File: src/rtl/cmac_pkg.sv
package cmac_pkg;
  typedef enum logic [1:0] {
    AOP_ADD  = 2'b00,
    AOP_SUB  = 2'b01,
    AOP_PASS = 2'b10,
    AOP_PSS2 = 2'b11
  } aop_e;

  typedef enum logic {
    SA_PORT = 1'b0,
    SA_PROD = 1'b1
  } srca_e;

  typedef enum logic [1:0] {
    SB_PORT = 2'b00,
    SB_PROD = 2'b01,
    SB_FEED = 2'b10,
    SB_ZERO = 2'b11
  } srcb_e;
endpackage

File: src/rtl/cmac_gap_gate.sv
module cmac_gap_gate #(
  parameter int II = 3
) (
  input  logic clk,
  input  logic rst,
  input  logic req,
  output logic accept,
  output logic busy
);
  localparam int CW = $clog2(II) + 1;

  logic [CW-1:0] gap;

  assign accept = req && (gap == '0);
  assign busy   = req && (gap != '0);

  always_ff @(posedge clk) begin
    if (rst) begin
      gap <= '0;
    end else if (accept) begin
      gap <= CW'(II - 1);
    end else if (gap != '0) begin
      gap <= gap - CW'(1);
    end
  end
endmodule

File: src/rtl/cmac_stage_chain.sv
module cmac_stage_chain #(
  parameter int DW  = 32,
  parameter int LAT = 3
) (
  input  logic          clk,
  input  logic          rst,
  input  logic          in_valid,
  input  logic [DW-1:0] in_data,
  output logic          out_valid,
  output logic [DW-1:0] out_data
);
  for (genvar i = 0; i < LAT; i++) begin : g_st
    logic          vin;
    logic [DW-1:0] din;
    logic          v;
    logic [DW-1:0] d;

    if (i == 0) begin : g_head
      assign vin = in_valid;
      assign din = in_data;
    end else begin : g_body
      assign vin = g_st[i-1].v;
      assign din = g_st[i-1].d;
    end

    always_ff @(posedge clk) begin
      if (rst) begin
        v <= 1'b0;
        d <= '0;
      end else begin
        v <= vin;
        if (vin) d <= din;
      end
    end
  end

  assign out_valid = g_st[LAT-1].v;
  assign out_data  = g_st[LAT-1].d;
endmodule

File: src/rtl/cmac_unit.sv
module cmac_unit #(
  parameter int W       = 16,
  parameter int MUL_LAT = 5,
  parameter int MUL_II  = 3,
  parameter int ADD_LAT = 3,
  localparam int PW     = 2 * W
) (
  input  logic          clk,
  input  logic          rst,
  input  logic          acc_mode,
  input  logic          mul_req,
  input  logic [W-1:0]  mul_a,
  input  logic [W-1:0]  mul_b,
  output logic          mul_busy,
  input  logic          add_req,
  input  logic [1:0]    add_op,
  input  logic          add_sel_a,
  input  logic [1:0]    add_sel_b,
  input  logic [PW-1:0] add_a,
  input  logic [PW-1:0] add_b,
  output logic          prod_valid,
  output logic [PW-1:0] prod_out,
  output logic          sum_valid,
  output logic [PW-1:0] sum_out
);
  import cmac_pkg::*;

  logic          mul_go;
  logic [PW-1:0] prod_raw;
  logic          auto_chain;
  logic          add_go;
  aop_e          op_eff;
  logic [PW-1:0] opa;
  logic [PW-1:0] opb;
  logic [PW-1:0] add_raw;

  cmac_gap_gate #(.II(MUL_II)) gate_i (
    .clk    (clk),
    .rst    (rst),
    .req    (mul_req),
    .accept (mul_go),
    .busy   (mul_busy)
  );

  assign prod_raw = {{W{1'b0}}, mul_a} * {{W{1'b0}}, mul_b};

  cmac_stage_chain #(.DW(PW), .LAT(MUL_LAT)) mul_pipe_i (
    .clk       (clk),
    .rst       (rst),
    .in_valid  (mul_go),
    .in_data   (prod_raw),
    .out_valid (prod_valid),
    .out_data  (prod_out)
  );

  always_comb begin
    auto_chain = acc_mode && prod_valid;
    add_go     = auto_chain || add_req;
    op_eff     = auto_chain ? AOP_ADD : aop_e'(add_op);
    opa        = (auto_chain || (add_sel_a == SA_PROD)) ? prod_out : add_a;
    if (auto_chain) begin
      opb = sum_out;
    end else begin
      case (srcb_e'(add_sel_b))
        SB_PORT: opb = add_b;
        SB_PROD: opb = prod_out;
        SB_FEED: opb = sum_out;
        default: opb = '0;
      endcase
    end
    case (op_eff)
      AOP_ADD: add_raw = opa + opb;
      AOP_SUB: add_raw = opa - opb;
      default: add_raw = opa;
    endcase
  end

  cmac_stage_chain #(.DW(PW), .LAT(ADD_LAT)) add_pipe_i (
    .clk       (clk),
    .rst       (rst),
    .in_valid  (add_go),
    .in_data   (add_raw),
    .out_valid (sum_valid),
    .out_data  (sum_out)
  );
endmodule

File: config.mk
export PLATFORM = sky130hd
export DESIGN_NAME = cmac_unit
export DESIGN_NICKNAME = d
export VERILOG_FILES = /design/src/rtl/cmac_pkg.sv /design/src/rtl/cmac_gap_gate.sv /design/src/rtl/cmac_stage_chain.sv /design/src/rtl/cmac_unit.sv
export SDC_FILE = /design/constraint.sdc
export NUM_CORES = 1
export LEC_CHECK = 0
export ABC_AREA = 1
export BUFFER_PORTS_ARGS = -buffer_cell sky130_fd_sc_hd__buf_2
export CAP_MARGIN = 10
export CELL_PAD_IN_SITES_DETAIL_PLACEMENT = 0
export CELL_PAD_IN_SITES_GLOBAL_PLACEMENT = 1
export CORE_ASPECT_RATIO = 0.6
export CORE_MARGIN = 2
export CORE_UTILIZATION = 38
export CTS_BUF_LIST = sky130_fd_sc_hd__clkbuf_4
export DETAILED_ROUTE_END_ITERATION = 7
export PLACE_DENSITY_LB_ADDON = 0.1
export SYNTH_ARGS = -nofsm -noshare
export SYNTH_HDL_FRONTEND = slang
export SYNTH_SLANG_ARGS = --single-unit
File: constraint.sdc
create_clock -name clk -period 7.9 [get_ports clk]
set_input_delay 1.58 -clock clk [delete_from_list [all_inputs] [get_ports clk]]
set_output_delay 1.58 -clock clk [all_outputs]
set_load 0.02 [all_outputs]
==> out/results.tsv <==
metric	value	unit
chipWidth	313	um
reg2reg_depth	25	
antenna_found_initial	2	
worst-path-stages	21	
seq_area_frac_synth	0.246	
vias	19900	
drtPass1Iterations	6	
slew_headroom	0.248	
portBuffers	172	
viasPerCell	5.07	
crit_required	8.50	ns
startpoint	mul_b[1]	
clock-root-buffer	clkbuf_4	
p_per_area	372	mW/mm^2
io-pin-count	173	
crit_path_cell_trace	buf_2, nand2_1, fa_1, fa_1, fa_1, inv_1, ha_1, fa_1, inv_1, fa_1, inv_1, ha_1, a21o_1, inv_1, o21ai_0, nand2_1, nand2_1, nand2_1, nand3_1, o21ai_0, o21ai_0	
fp.dieArea	0.0592	mm^2
clkSlewWorstSetupHoldPaths	0.08	ns
die_h	189	um
cts_hold_buf	0	
antenna_left	0	
fin_ws	0.983	ns
cpLargestDelayFamily	adder cells	
critPathArrivalTime	7.52	ns
area_growth	10.1	%
worstReg2RegStart	mul_pipe_i.out_valid$_SDFF_PP0_	
hold_path_class	flop to flop	
synth_edf_count	0	
core.rowCount	67	
synth_cell_type_count	47	
rsz0062_at_grt	no	
worst-path-buf-inv	5	
cts_tree	built	
n_antenna_cell	0	
synth_fp_nets	3457	
fillers	6035	
slew_violations	0	
grt_pass1_wl	118000	um
min_period	6.92	ns
hold_viol	0	
core	0.0562	mm^2
syn_inst	3018	
cp_slowest_cell	o21ai_0	
finalSetupViolCount	0	
synth-seq-cells	267	
ys_async_sr_fraction	0	
grt_max_degree	111	
gp_congestion	0.934	
finClkSkew	0.0770	ns
path_class	input pin to flop	
critPathCapture	mul_pipe_i.g_st[0].d[23]$_SDFFE_PP0P_	
wire_per_inst	19.5	um
status	finished, final reports clean	
cts_resized	0	
total_power	8.90	mW
cts_setup_buffers	0	
wl	76500	um
grt.overflow.total	0	
worst_slew_pin_slew	1.13	ns
synth_flop_cell	dfxtp_1	
clkSinkCount	267	
max-clock-path-buffers	3	
cp_common_cell	fa_1	
cp_slowest_stage_delay	0.80	ns
place_ws	0.362	ns
htree_levels	3	
drive_gt1_frac	0.112	
fmax	0.145	GHz
cp-start-kind	input pin	
start_util	0.387	
syn_avg_cell_area	7.20	um^2
first_iter_violations	1655	
drc	0	
cts_made_buffers	66	
crit_path_end_kind	flop	
cap_violations	0	
reg2reg_slack	2.19	ns
finalNetCount	3570	
clock_latency	0.82	ns
grt_pass1_vias	19700	
peakVddDrop	402	uV
p_leak	13.0	nW
fin_tns_setup	0	ns
grt_util_all_layers	0.262	
r2r-end	add_pipe_i.g_st[0].d[21]$_SDFFE_PP0P_	
syn_area	0.0217	mm^2
place_hpwl	61400	um
cp_max_fo	16	
yosys_warnings	0	
post-route-period-util	0.876	
metrics by stage:
stage / hold WS, ns / utilization / instances / cell area [um^2]
6_report: 0.438 / 0.426 / 3926 / 23900
5_1_grt: 0.475 / 0.426 / 3926 / 23900
4_1_cts: 0.441 / 0.426 / 3925 / 23900
3_5_place_dp: 0.448 / 0.412 / 3821 / 23100
3_3_place_gp: 0.442 / 0.412 / 3821 / 23100
2_1_floorplan: 0.425 / - / 3018 / 21700
tightest hold or removal path: cells and delay by family, from the launching register on:
family / cells / cell delay (ns)
DFF: 1 / 0.30
buffers and inverters: 1 / 0.06
AOI/OAI and AO/OA: 1 / 0.06
area by class of cell:
| class | instances | area [um^2] | share of cell area |
|---|---|---|---|
| sequential | 267 | 5350 | 0.223 |
| clock buffer | 88 | 661 | 0.0276 |
| multi-input combinational | 2068 | 13800 | 0.575 |
| inverter | 524 | 1970 | 0.0824 |
| timing repair buffer | 204 | 1120 | 0.0469 |
| clock inverter | 16 | 120 | 0.00502 |
| tap | 759 | 950 | 0.0397 |
metal layers:
layer  up-vias  track usage  wire, um
li1       9586            -         -
met1      9668        0.441     42200
met2       625        0.322     27000
met3        43       0.0704      6620
met4         0       0.0372       618
met5         -            0         0
kinds of logic after synthesis:
kind of cell	synth area share
XOR/XNOR	0.0250
adder cells (fa/ha/maj)	0.259
multiplexers	0.0143
AND/OR/NAND/NOR	0.205
AO/OA/AOI/OAI	0.129
buffers and inverters	0.121
flip-flops	0.246
cell usage after synthesis (5+ instances only):
master	n	share of area
or2_2	8	0.0023
o211ai_1	13	0.0045
nand3_1	72	0.017
xor2_1	39	0.016
o21ai_0	283	0.065
dfxtp_1	267	0.25
o221ai_1	6	0.0024
a21oi_1	148	0.034
o21bai_1	7	0.0024
mux2_2	17	0.0088
mux2i_1	12	0.0055
buf_6	8	0.0041
a21o_1	12	0.0041
fa_1	195	0.18
a31oi_1	11	0.0032
clkbuf_1	141	0.024
nand4_1	10	0.0029
nor3_1	12	0.0028
nand2_1	601	0.10
o22ai_1	27	0.0078
nand2_2	10	0.0029
inv_1	517	0.089
nor2_1	390	0.067
ha_1	138	0.079
nor2_2	5	0.0014
xnor2_1	23	0.0093
buf_2	10	0.0023
how the worst min path moves through the flow:
stage / depth (start not counted) / endpoint / startpoint / slack [ns]
after floorplan: 2 / mul_pipe_i.g_st[1].d[31]$_SDFFE_PP0P_ / mul_pipe_i.g_st[0].d[31]$_SDFFE_PP0P_ / 0.42
after global placement: 2 / add_pipe_i.g_st[1].d[13]$_SDFFE_PP0P_ / add_pipe_i.g_st[0].d[13]$_SDFFE_PP0P_ / 0.44
after detailed placement: 2 / mul_pipe_i.g_st[0].d[20]$_SDFFE_PP0P_ / mul_pipe_i.g_st[0].d[20]$_SDFFE_PP0P_ / 0.45
after CTS: 2 / add_pipe_i.out_data[16]$_SDFFE_PP0P_ / add_pipe_i.g_st[1].d[16]$_SDFFE_PP0P_ / 0.44
after global routing: 2 / add_pipe_i.g_st[0].d[20]$_SDFFE_PP0P_ / add_pipe_i.g_st[0].d[20]$_SDFFE_PP0P_ / 0.47
final: 2 / add_pipe_i.g_st[1].d[25]$_SDFFE_PP0P_ / add_pipe_i.g_st[0].d[25]$_SDFFE_PP0P_ / 0.44
placed cells by master (no fill, tap or decap), types with 12 or more instances in the layout:
master / synthesis / final
o211ai_1: 13 / 13
buf_4: 0 / 31
fa_1: 195 / 195
mux2_2: 17 / 17
o21ai_0: 283 / 283
nor3_1: 12 / 12
nor2_1: 390 / 388
clkbuf_4: 0 / 88
a21o_1: 12 / 12
dfxtp_1: 267 / 267
inv_1: 517 / 517
xnor2_1: 23 / 23
nand2_1: 601 / 601
buf_2: 10 / 172
mux2i_1: 12 / 12
nand3_1: 72 / 72
xor2_1: 39 / 39
a21oi_1: 148 / 148
o22ai_1: 27 / 27
ha_1: 138 / 138
flip-flops by register name (all words and copies together) (netlist names):
signal and count:
mul_pipe_i.g_st.v 4, add_pipe_i.g_st.v 2, gate_i.gap 3, mul_pipe_i.out_valid 1, add_pipe_i.g_st.d 64, add_pipe_i.out_valid 1, add_pipe_i.out_data 32, mul_pipe_i.out_data 32
mul_pipe_i.g_st.d 128
power by group:
| group | switching (mW) | total (mW) | internal [mW] |
|---|---|---|---|
| Combinational | 4.07 | 6.11 | 2.04 |
| Sequential | 0.0869 | 1.60 | 1.51 |
| Clock | 0.608 | 1.19 | 0.580 |
| Total | 4.76 | 8.90 | 4.13 |
(Power assumes the default switching activity.)
